--- config.mk ---
export PLATFORM = sky130hd
export DESIGN_NAME = adc_irq_ctrl
export DESIGN_NICKNAME = d
export VERILOG_FILES = /design/src/rtl/adc_irq_pkg.sv /design/src/rtl/adc_irq_ctl.sv /design/src/rtl/adc_irq_dp.sv /design/src/rtl/adc_irq_ctrl.sv
export SDC_FILE = /design/constraint.sdc
export NUM_CORES = 1
export LEC_CHECK = 0
export CAP_MARGIN = 15
export CORE_MARGIN = 8
export CORE_UTILIZATION = 44
export DETAILED_ROUTE_END_ITERATION = 6
export PLACE_DENSITY = 0.65
export SLEW_MARGIN = 15
export SYNTH_ARGS = -nofsm -noshare
export SYNTH_HDL_FRONTEND = slang
export SYNTH_HIERARCHICAL = 1
export SYNTH_SLANG_ARGS = --single-unit
--- constraint.sdc ---
create_clock -name clk -period 3.6 [get_ports clk]
set_input_delay 0.36 -clock clk [delete_from_list [all_inputs] [get_ports clk]]
set_output_delay 0.36 -clock clk [all_outputs]
set_load 0.01 [all_outputs]
--- src/rtl/adc_irq_pkg.sv ---
package adc_irq_pkg;
  localparam int ADDR_W = 4;
  localparam int CH_W   = ADDR_W - 1;
  localparam int NUM_CH = 1 << CH_W;
  localparam int FLAG_N = 6;

  localparam int F_SAMPLE = 0;
  localparam int F_GROUP  = 1;
  localparam int F_CYCLE  = 2;
  localparam int F_OVWR   = 3;
  localparam int F_LOW    = 4;
  localparam int F_HIGH   = 5;

  localparam logic [ADDR_W-1:0] A_EN    = 4'd0;
  localparam logic [ADDR_W-1:0] A_RAW   = 4'd1;
  localparam logic [ADDR_W-1:0] A_STAT  = 4'd2;
  localparam logic [ADDR_W-1:0] A_CLR   = 4'd3;
  localparam logic [ADDR_W-1:0] A_WDCTL = 4'd4;
  localparam logic [ADDR_W-1:0] A_THR   = 4'd5;

  typedef struct packed {
    logic [FLAG_N-1:0] clrMask;
    logic              rdData;
    logic [CH_W-1:0]   rdCh;
    logic              wdEn;
  } ctlStrobe_t;
endpackage

--- src/rtl/adc_irq_ctl.sv ---
module adc_irq_ctl
  import adc_irq_pkg::*;
#(
  parameter int DATA_W = 12
) (
  input  logic                           clk,
  input  logic                           rstN,
  input  logic                           regWrEn,
  input  logic                           regRdEn,
  input  logic [ADDR_W-1:0]              regAddr,
  input  logic [31:0]                    regWrData,
  input  logic [FLAG_N-1:0]              rawFlags,
  input  logic [NUM_CH-1:0][DATA_W-1:0]  chData,
  input  logic [NUM_CH-1:0]              chValid,
  output logic [31:0]                    regRdData,
  output ctlStrobe_t                     strb,
  output logic [DATA_W-1:0]              thrLo,
  output logic [DATA_W-1:0]              thrHi,
  output logic [FLAG_N-1:0]              enMask,
  output logic                           irqReq
);
  localparam int PAD_W = 31 - DATA_W;
  localparam int HI_LSB = 16;

  logic wdEnReg;
  logic [CH_W-1:0] selCh;
  logic isDataAddr;

  assign selCh = regAddr[CH_W-1:0];
  assign isDataAddr = regAddr[ADDR_W-1];

  always_ff @(posedge clk or negedge rstN) begin
    if (!rstN) begin
      enMask  <= '0;
      wdEnReg <= 1'b0;
      thrLo   <= '0;
      thrHi   <= '0;
    end else if (regWrEn && !isDataAddr) begin
      case (regAddr)
        A_EN:    enMask <= regWrData[FLAG_N-1:0];
        A_WDCTL: wdEnReg <= regWrData[0];
        A_THR: begin
          thrLo <= regWrData[DATA_W-1:0];
          thrHi <= regWrData[HI_LSB +: DATA_W];
        end
        default: ;
      endcase
    end
  end

  always_comb begin
    strb.clrMask = (regWrEn && regAddr == A_CLR) ? regWrData[FLAG_N-1:0] : '0;
    strb.rdData  = regRdEn && isDataAddr;
    strb.rdCh    = selCh;
    strb.wdEn    = wdEnReg;
  end

  always_comb begin
    regRdData = '0;
    if (isDataAddr) begin
      regRdData = {chValid[selCh], {PAD_W{1'b0}}, chData[selCh]};
    end else begin
      case (regAddr)
        A_EN:    regRdData[FLAG_N-1:0] = enMask;
        A_RAW:   regRdData[FLAG_N-1:0] = rawFlags;
        A_STAT:  regRdData[FLAG_N-1:0] = rawFlags & enMask;
        A_WDCTL: regRdData[0] = wdEnReg;
        A_THR: begin
          regRdData[DATA_W-1:0] = thrLo;
          regRdData[HI_LSB +: DATA_W] = thrHi;
        end
        default: regRdData = '0;
      endcase
    end
  end

  assign irqReq = |(rawFlags & enMask);

  // an enable write takes effect in the next cycle
  a_r2_enable_written: assert property (@(posedge clk) disable iff (!rstN)
    regWrEn && regAddr == A_EN |=> enMask == $past(regWrData[FLAG_N-1:0]));

  // the thresholds hold their value unless written
  a_r6_thr_stable: assert property (@(posedge clk) disable iff (!rstN)
    !(regWrEn && regAddr == A_THR) |=> $stable(thrLo) && $stable(thrHi));
endmodule

--- src/rtl/adc_irq_dp.sv ---
module adc_irq_dp
  import adc_irq_pkg::*;
#(
  parameter int DATA_W = 12
) (
  input  logic                           clk,
  input  logic                           rstN,
  input  logic                           evtSample,
  input  logic [CH_W-1:0]                evtCh,
  input  logic [DATA_W-1:0]              evtData,
  input  logic                           evtGroup,
  input  logic                           evtCycle,
  input  ctlStrobe_t                     strb,
  input  logic [DATA_W-1:0]              thrLo,
  input  logic [DATA_W-1:0]              thrHi,
  output logic [FLAG_N-1:0]              rawFlags,
  output logic [NUM_CH-1:0][DATA_W-1:0]  chData,
  output logic [NUM_CH-1:0]              chValid
);
  logic [FLAG_N-1:0] setMask;
  logic sameChRead;
  logic ovwrHit;

  for (genvar gi = 0; gi < NUM_CH; gi++) begin : gCh
    logic hit;
    logic rdHit;
    assign hit   = evtSample && evtCh == CH_W'(gi);
    assign rdHit = strb.rdData && strb.rdCh == CH_W'(gi);
    always_ff @(posedge clk or negedge rstN) begin
      if (!rstN) begin
        chData[gi]  <= '0;
        chValid[gi] <= 1'b0;
      end else if (hit) begin
        chData[gi]  <= evtData;
        chValid[gi] <= 1'b1;
      end else if (rdHit) begin
        chValid[gi] <= 1'b0;
      end
    end
  end

  assign sameChRead = strb.rdData && strb.rdCh == evtCh;
  assign ovwrHit = evtSample && chValid[evtCh] && !sameChRead;

  always_comb begin
    setMask = '0;
    setMask[F_SAMPLE] = evtSample;
    setMask[F_GROUP]  = evtGroup;
    setMask[F_CYCLE]  = evtCycle;
    setMask[F_OVWR]   = ovwrHit;
    setMask[F_LOW]    = evtSample && strb.wdEn && (evtData < thrLo);
    setMask[F_HIGH]   = evtSample && strb.wdEn && (evtData > thrHi);
  end

  always_ff @(posedge clk or negedge rstN) begin
    if (!rstN) rawFlags <= '0;
    else       rawFlags <= (rawFlags & ~strb.clrMask) | setMask;
  end

  a_r1_sample_flag: assert property (@(posedge clk) disable iff (!rstN)
    evtSample |=> rawFlags[F_SAMPLE]);
  a_r1_group_flag: assert property (@(posedge clk) disable iff (!rstN)
    evtGroup |=> rawFlags[F_GROUP]);
  a_r1_cycle_flag: assert property (@(posedge clk) disable iff (!rstN)
    evtCycle |=> rawFlags[F_CYCLE]);
  a_r3_result_stored: assert property (@(posedge clk) disable iff (!rstN)
    evtSample |=> chValid[$past(evtCh)] && chData[$past(evtCh)] == $past(evtData));
  a_r4_read_consumes: assert property (@(posedge clk) disable iff (!rstN)
    strb.rdData && !(evtSample && evtCh == strb.rdCh) |=> !chValid[$past(strb.rdCh)]);
  a_r5_overwrite_flag: assert property (@(posedge clk) disable iff (!rstN)
    evtSample && chValid[evtCh] && !(strb.rdData && strb.rdCh == evtCh) |=> rawFlags[F_OVWR]);
  a_r6_low_flag: assert property (@(posedge clk) disable iff (!rstN)
    evtSample && strb.wdEn && evtData < thrLo |=> rawFlags[F_LOW]);
  a_r6_high_flag: assert property (@(posedge clk) disable iff (!rstN)
    evtSample && strb.wdEn && evtData > thrHi |=> rawFlags[F_HIGH]);
  a_r7_clear_group: assert property (@(posedge clk) disable iff (!rstN)
    strb.clrMask[F_GROUP] && !evtGroup |=> !rawFlags[F_GROUP]);
  a_r8_set_beats_clear: assert property (@(posedge clk) disable iff (!rstN)
    strb.clrMask[F_SAMPLE] && evtSample |=> rawFlags[F_SAMPLE]);
endmodule

--- src/rtl/adc_irq_ctrl.sv ---
module adc_irq_ctrl
  import adc_irq_pkg::*;
#(
  parameter int DATA_W = 12
) (
  input  logic              clk,
  input  logic              rstN,
  input  logic              evtSample,
  input  logic [2:0]        evtCh,
  input  logic [DATA_W-1:0] evtData,
  input  logic              evtGroup,
  input  logic              evtCycle,
  input  logic              regWrEn,
  input  logic              regRdEn,
  input  logic [3:0]        regAddr,
  input  logic [31:0]       regWrData,
  output logic [31:0]       regRdData,
  output logic              irqReq
);
  ctlStrobe_t strb;
  logic [FLAG_N-1:0] rawFlags;
  logic [FLAG_N-1:0] enMask;
  logic [NUM_CH-1:0][DATA_W-1:0] chData;
  logic [NUM_CH-1:0] chValid;
  logic [DATA_W-1:0] thrLo;
  logic [DATA_W-1:0] thrHi;

  adc_irq_ctl #(.DATA_W(DATA_W)) u_ctl (
    .clk(clk), .rstN(rstN), .regWrEn(regWrEn), .regRdEn(regRdEn),
    .regAddr(regAddr), .regWrData(regWrData), .rawFlags(rawFlags),
    .chData(chData), .chValid(chValid), .regRdData(regRdData),
    .strb(strb), .thrLo(thrLo), .thrHi(thrHi), .enMask(enMask),
    .irqReq(irqReq)
  );

  adc_irq_dp #(.DATA_W(DATA_W)) u_dp (
    .clk(clk), .rstN(rstN), .evtSample(evtSample), .evtCh(evtCh),
    .evtData(evtData), .evtGroup(evtGroup), .evtCycle(evtCycle),
    .strb(strb), .thrLo(thrLo), .thrHi(thrHi), .rawFlags(rawFlags),
    .chData(chData), .chValid(chValid)
  );

  // an enabled sample completion raises the request in the next cycle
  a_r2_irq_follows_sample: assert property (@(posedge clk) disable iff (!rstN)
    evtSample && enMask[F_SAMPLE] && !(regWrEn && regAddr == A_EN) |=> irqReq);
  // with nothing enabled there is no request
  a_r9_quiet_when_masked: assert property (@(posedge clk) disable iff (!rstN)
    enMask == '0 |-> !irqReq);
endmodule

==> results of run 1 <==
==> logic make-up (layout without fill, tap and decap cells) <==
kind of cell    after synthesis  count (layout)  synth area share [%]
mux                         166             166                 26.54
flops                       141             141                 46.72
simple gates                 99              99                 8.797
compound gates               91              91                 8.466
buf+inv                      71             150                 5.268
fa+ha+maj                    23              23                 3.811
xor+xnor                      3               3                0.3480
other cells                   1               8               0.04965
==> state kept, by name (all words and copies together) (netlist names) <==
name           count
u_ctl/wdEnReg      1
u_ctl/thrLo       12
u_dp/chData       96
u_ctl/enMask       6
u_dp/rawFlags      6
u_ctl/thrHi       12
u_dp/chValid       8
==> worst max-delay path: stages <==
cell and delay [ns]:
clkdlybuf4s50_1 0.46, buf_4 0.23, nor2_1 0.60, nand2_1 0.12
o2111ai_1 0.20, o221ai_1 0.21, clkdlybuf4s50_1 0.52
==> metrics by stage <==
step | instance area [um^2] | hold WS (ns) | setup slack [ns] | power, uW
after floorplan | 7575 | 0.06441 | 1.716 | 2847
after global placement | 8427 | 0.4565 | 0.4736 | 3164
after detailed placement | 8427 | 0.4764 | 0.4791 | 3224
after CTS | 9036 | 0.02161 | 0.4671 | 5035
after global routing | 9036 | 0.04691 | 0.3942 | 5236
final | 9039 | -0.02513 | 0.5403 | 4988
==> worst max-delay path by stage <==
stage	startpoint	endpoint	slack, ns	depth (start not counted)
floorplan	regAddr[0]	regRdData[2]	1.72	5
global placement	regAddr[2]	regRdData[11]	0.47	6
detailed placement	regAddr[2]	regRdData[11]	0.48	6
CTS	regAddr[2]	regRdData[11]	0.47	6
global route	regAddr[2]	regRdData[4]	0.39	6
finish	regAddr[1]	regRdData[1]	0.54	7
==> layout make-up <==
| cell class | count | share of cell area [%] |
|---|---|---|
| Antenna cell | 1 | 0.02769 |
| Clock buffer | 21 | 5.205 |
| Clock inverter | 10 | 1.537 |
| Inverter | 29 | 1.204 |
| Multi-Input combinational cell | 389 | 40.37 |
| Sequential cell | 141 | 39.04 |
| Tap cell | 225 | 3.115 |
| Timing Repair Buffer | 90 | 9.510 |
==> metal layers <==
metal	track usage (%)	vias up
li1	-	2298
met1	22.11	2528
met2	28.13	148
met3	4.183	33
met4	7.802	0
met5	0	-
==> power breakdown <==
group	internal [uW]	switching, uW
sequential	1930	217
combinational	601	444
clock	1140	655
==> cells in the final DEF, fill, tap and decap left out, types with 20 or more instances in the layout <==
| master | netlist | layout |
|---|---|---|
| dfrtp_1 | 141 | 141 |
| mux2_2 | 103 | 103 |
| clkdlybuf4s50_1 | 0 | 73 |
| mux2i_1 | 33 | 33 |
| inv_1 | 29 | 29 |
| nand2_1 | 23 | 23 |
| ha_1 | 23 | 23 |
| and2_1 | 21 | 21 |
| mux2_4 | 20 | 20 |
==> run summary, run 1 <==
Most numerous cell in the Yosys netlist = dfrtp_1
Top area cells in the synthesized netlist = dfrtp_1 (47%), mux2_2 (15%), mux2i_1 (4.4%)
Number of synthesized flops with an enable pin = 0
Root Driver = clkbuf_16
Final Hold Viols = 7
Clk_skew = 0.004065 ns
Synth top area share = 46.72%
CTS tree = done
Per-cell routed wire length = 20.32 um
Nature of the critical path endpoint = primary output
Clk Latency, worst-skew pair = 0.42 ns
Area taken by multi-input logic gates = 0.003649 mm^2
Final ANT Viol Nets = 0
Pwr/cell area = 551.9 mW/mm^2
Setup_tns = 0 ns
Worst EP arrival = 2.70 ns
YS warnings = 6
Core area = 0.01706 mm^2
Placer Congestion = 0.8746
Slew Limit Fails = 0
First-pass GRT wire length = 29.42 mm
CTS H-tree lvls = 4
Area Growth Syn to Fin = 19.68%
Worst reg-to-reg path cell count = 7
Peak supply drop = 0.3268 mV
CP required = 3.24 ns
Post-Syn Area = 0.007552 mm^2
Reg-to-reg endpoint = u_dp/rawFlags[5]
Setup Fix Bufs, Post-CTS = 0
F_max = 326.8 MHz
DP Wirelength = 12.87 mm
Cell row count = 48
Clock sinks = 141
Min cycle time layout = 3.060 ns
IO Pins = 91
WS Path Type = primary input to primary output
Die area = 0.02161 mm^2
Detailed Route Iter0 Violations = 283
Chip Width = 147.0 um
Die Ht = 147.0 um
RR Startpoint = u_ctl/thrHi[1]
Hold_buf cts = 0
MaxCap Viol Count = 0
Antenna violations before repair = 0
Fill cells = 1411
Core Util, Final = 52.99%
Vias per cell = 5.526
Worst min path class = primary input to async pin
Part of the cycle the worst path needs = 84.99%
Cell total after placement = 874
Synth unique cells = 54
Synth Area per Inst = 12.69 um^2
Met3 wire len = 1.145 mm
Status = finished, violations left
Top Metal Used = met4
Post-synth top cells = dfrtp_1 (141), mux2_2 (103), mux2i_1 (33), inv_1 (29)
Worst Tran Pin Value = 0.8772 ns
Failing checks = negative hold slack
Vias = 5007
Max-slew headroom = 41.46%
Register area = 0.003528 mm^2
DRT met1 WL = 8.000 mm
Pre-Repair DR Iteration Count = 5
Largest net degree at the start of global routing = 87
Worst hold slack = -0.02513 ns
Clock transition at path regs = 0.06 ns
DR WL met2 = 8.823 mm
Post-synthesis cell count = 595
Final Setup Violations = 0
DRC = 0
Initial Utilization = 44.28%
Startpoint Class = primary input
Post-cts resize count = 0
RSZ-0062 raised after global routing = false
Num CTS Buffers = 17
Post-synthesis sequential area ratio = 46.72%
Leak = 0.003987 uW
Post-Layout Cell Count = 906
Tot GR Track Use = 17.52%
I/O Buffers = 75
Crit Path Max Fanout = 15
Async S/R FF share, synth = 100.0%
Clk buf depth = 2
Vias in the first global route = 5294
Reg2Reg Setup Slack = 1.65 ns
Share of cells above drive strength 1 = 28.24%
Largest area contributor in the netlist = dfrtp_1
Global route overflow = 0
Top_reg_cell synth = dfrtp_1
Total Routed Length = 18.41 mm
Nets@finish = 749
Yosys reg bits = 141
No activity file was read; power rests on OpenSTA's default activity.
==> run 2: changes to the inputs <==
==> constraint.sdc (replaced) <==
create_clock -name clk -period 3.1 [get_ports clk]
set_input_delay 0.31 -clock clk [delete_from_list [all_inputs] [get_ports clk]]
set_output_delay 0.31 -clock clk [all_outputs]
set_load 0.01 [all_outputs]
==> run summary, run 2 (synthesized netlist as in run 1, its figures left out) <==
Crit-path cells = clkdlybuf4s50_1 > buf_4 > buf_4 > mux4_2 > o211ai_1 > o221ai_1 > clkdlybuf4s50_1
Antenna fix cells = 0 (-1)
Pwr/cell area = 629.7 mW/mm^2 (+14%)
Crit path largest cell delay = 0.53 ns (-0.07 ns)
DRC = 0 (unchanged)
Peak supply drop = 0.3953 mV (+21%)
Setup ws final = 0.2051 ns (-0.3351 ns)
Clk buf depth = 2 (unchanged)
Vias per cell = 5.552 (+0.47%)
Core area = 0.01706 mm^2 (unchanged)
Leak = 0.004043 uW (+1.4%)
Startpoint Class = primary input
Status = finished clean
Final Setup Violations = 0 (unchanged)
Worst hold slack = 0.4760 ns (+0.5011 ns)
RSZ-0062 raised after global routing = false
Worst EP arrival = 2.58 ns (-0.12 ns)
Die area = 0.02161 mm^2 (unchanged)
Post-place instance area = 0.008542 mm^2 (+1.4%)
Root Driver = clkbuf_16
Max-slew headroom = 48.19% (+6.7 points)
Biggest register = u_dp/chData
Nature of the critical path endpoint = primary output
Worst min path class = primary input to register
Cell row count = 48 (unchanged)
Sequential power share = 43.4% (+0.3 points)
MaxCap Viol Count = 0 (unchanged)
Most frequent cells in the layout = dfrtp_1 (141), mux2_2 (103), clkdlybuf4s50_1 (73)
Share of cells above drive strength 1 = 28.86% (+0.62 points)
Clock share of power = 35.1% (-0.9 points)
WS Path Type = primary input to primary output
I/O Buffers = 75 (unchanged)
Internal power = 4252 uW (+16%)
Max FFs per register = 96 (unchanged)
Min cycle time layout = 2.895 ns
Hold_buf cts = 1 (+1)
Clk_skew = 0.005389 ns (+0.001324 ns)
Worst Tran Pin Value = 0.7771 ns (-0.1001 ns)
Final Hold Viols = 0 (-7)
Num CTS Buffers = 17 (unchanged)
Per-cell routed wire length = 20.54 um (+1.1%)
Pre-Repair DR Iteration Count = 4 (-1)
Commonest non-fill, non-tap cell in the layout = dfrtp_1
CP top delay family = buffers and inverters
Antenna violations before repair = 0 (unchanged)
Clock sinks = 141 (unchanged)
Vias in the first global route = 5462 (+3.2%)
CTS tree = done
Worst path slowest cell = clkdlybuf4s50_1
IO Pins = 91 (unchanged)
Final Instance Area = 0.009136 mm^2 (+1.1%)
Switch share = 26.09% (-0.30 points)
Placer Congestion = 0.8599 (-1.7%)
Tot GR Track Use = 17.81% (+0.29 points)
Largest regs = u_dp/chData x96, u_ctl/thrHi x12, u_ctl/thrLo x12
F_max = 345.4 MHz
Worst path bufs/invs = 4 (+1)
First-pass GRT wire length = 30.07 mm (+2.2%)
Initial Utilization = 44.28% (unchanged)
Clock transition at path regs = 0.06 ns (about the same)
Crit Path Max Fanout = 12 (-3)
Psw = 1501 uW (+14%)
Die Ht = 147.0 um (unchanged)
CTS H-tree lvls = 4 (unchanged)
Vias = 5097 (+1.8%)
Chip Width = 147.0 um (unchanged)
Setup Fix Bufs, Post-CTS = 0 (unchanged)
DP Worst Slack = 0.2084 ns (-0.2707 ns)
Fill cells = 1438 (+1.9%)
Largest net degree at the start of global routing = 85 (-2.3%)
Core Util, Final = 53.57% (+0.57 points)
Combinational fraction of design power = 21.4% (+0.5 points)
Post-cts resize count = 0 (unchanged)
Part of the cycle the worst path needs = 93.38%
Area Growth Syn to Fin = 20.97%
Total Routed Length = 18.86 mm (+2.4%)
Setup_tns = 0 ns (unchanged)
Slew Limit Fails = 0 (unchanged)
DP Wirelength = 13.35 mm (+3.7%)
Final ANT Viol Nets = 0 (unchanged)
Clk Latency, worst-skew pair = 0.42 ns (about the same)
Nets@finish = 762 (+1.7%)
CP required = 2.79 ns (-0.45 ns)
Detailed Route Iter0 Violations = 289 (+2.1%)
Global route overflow = 0 (unchanged)
run 2: layer usage:
metal	vias up	global-route usage [%]	routed length (um)
met2	138	30.21	9317
li1	2319	-	-
met5	-	0	0
met4	0	6.323	356
met3	27	3.414	850
met1	2613	22.25	8333
run 2: power groups by stage:
stage / Combinational [uW] / Clock (uW) / Sequential, uW
floorplan: 875 / 0 / 2430
global placement: 1190 / 0 / 2500
detailed placement: 1230 / 0 / 2530
CTS: 1240 / 2070 / 2500
global route: 1350 / 2150 / 2550
finish: 1230 / 2020 / 2500
run 2: per-stage QoR:
stage / total power, uW / instances
after floorplan: 3307 / 601
after global placement: 3691 / 886
after detailed placement: 3762 / 886
after CTS: 5809 / 918
after global routing: 6049 / 918
final: 5753 / 918
run 2: final timing paths:
kind,cells past startpoint,slack (ns),to,startpoint
worst min register to register,2,0.48,u_dp/chData[60],u_dp/chData[60]
worst min-delay path,2,0.48,u_dp/rawFlags[1],evtGroup
worst max register to register,7,1.18,u_dp/rawFlags[5],u_ctl/thrHi[1]
max in group asynchronous,3,1.84,u_dp/chData[59],rstN
min in group asynchronous,2,0.50,u_dp/chData[26],rstN
worst max-delay path,7,0.21,regRdData[2],regAddr[1]
run 2: cell type report:
| cell class | count | area [um^2] | share of cell area (%) |
|---|---|---|---|
| Clock buffer | 24 | 471.7 | 5.163 |
| Inverter | 29 | 108.9 | 1.191 |
| Clock inverter | 7 | 112.6 | 1.233 |
| Timing Repair Buffer | 103 | 984.7 | 10.78 |
| Tap cell | 225 | 281.5 | 3.081 |
| Sequential cell | 141 | 3528 | 38.62 |
| Multi-Input combinational cell | 389 | 3649 | 39.93 |
run 2: worst register-to-register path, delay by kind of cell (launching register included):
kind                     cells  cell delay (ns)
buffers and inverters        1             0.06
AO/OA/AOI/OAI                4             0.96
flip-flops                   1             0.36
adder cells (fa/ha/maj)      1             0.29
AND/OR/NAND/NOR              1             0.14
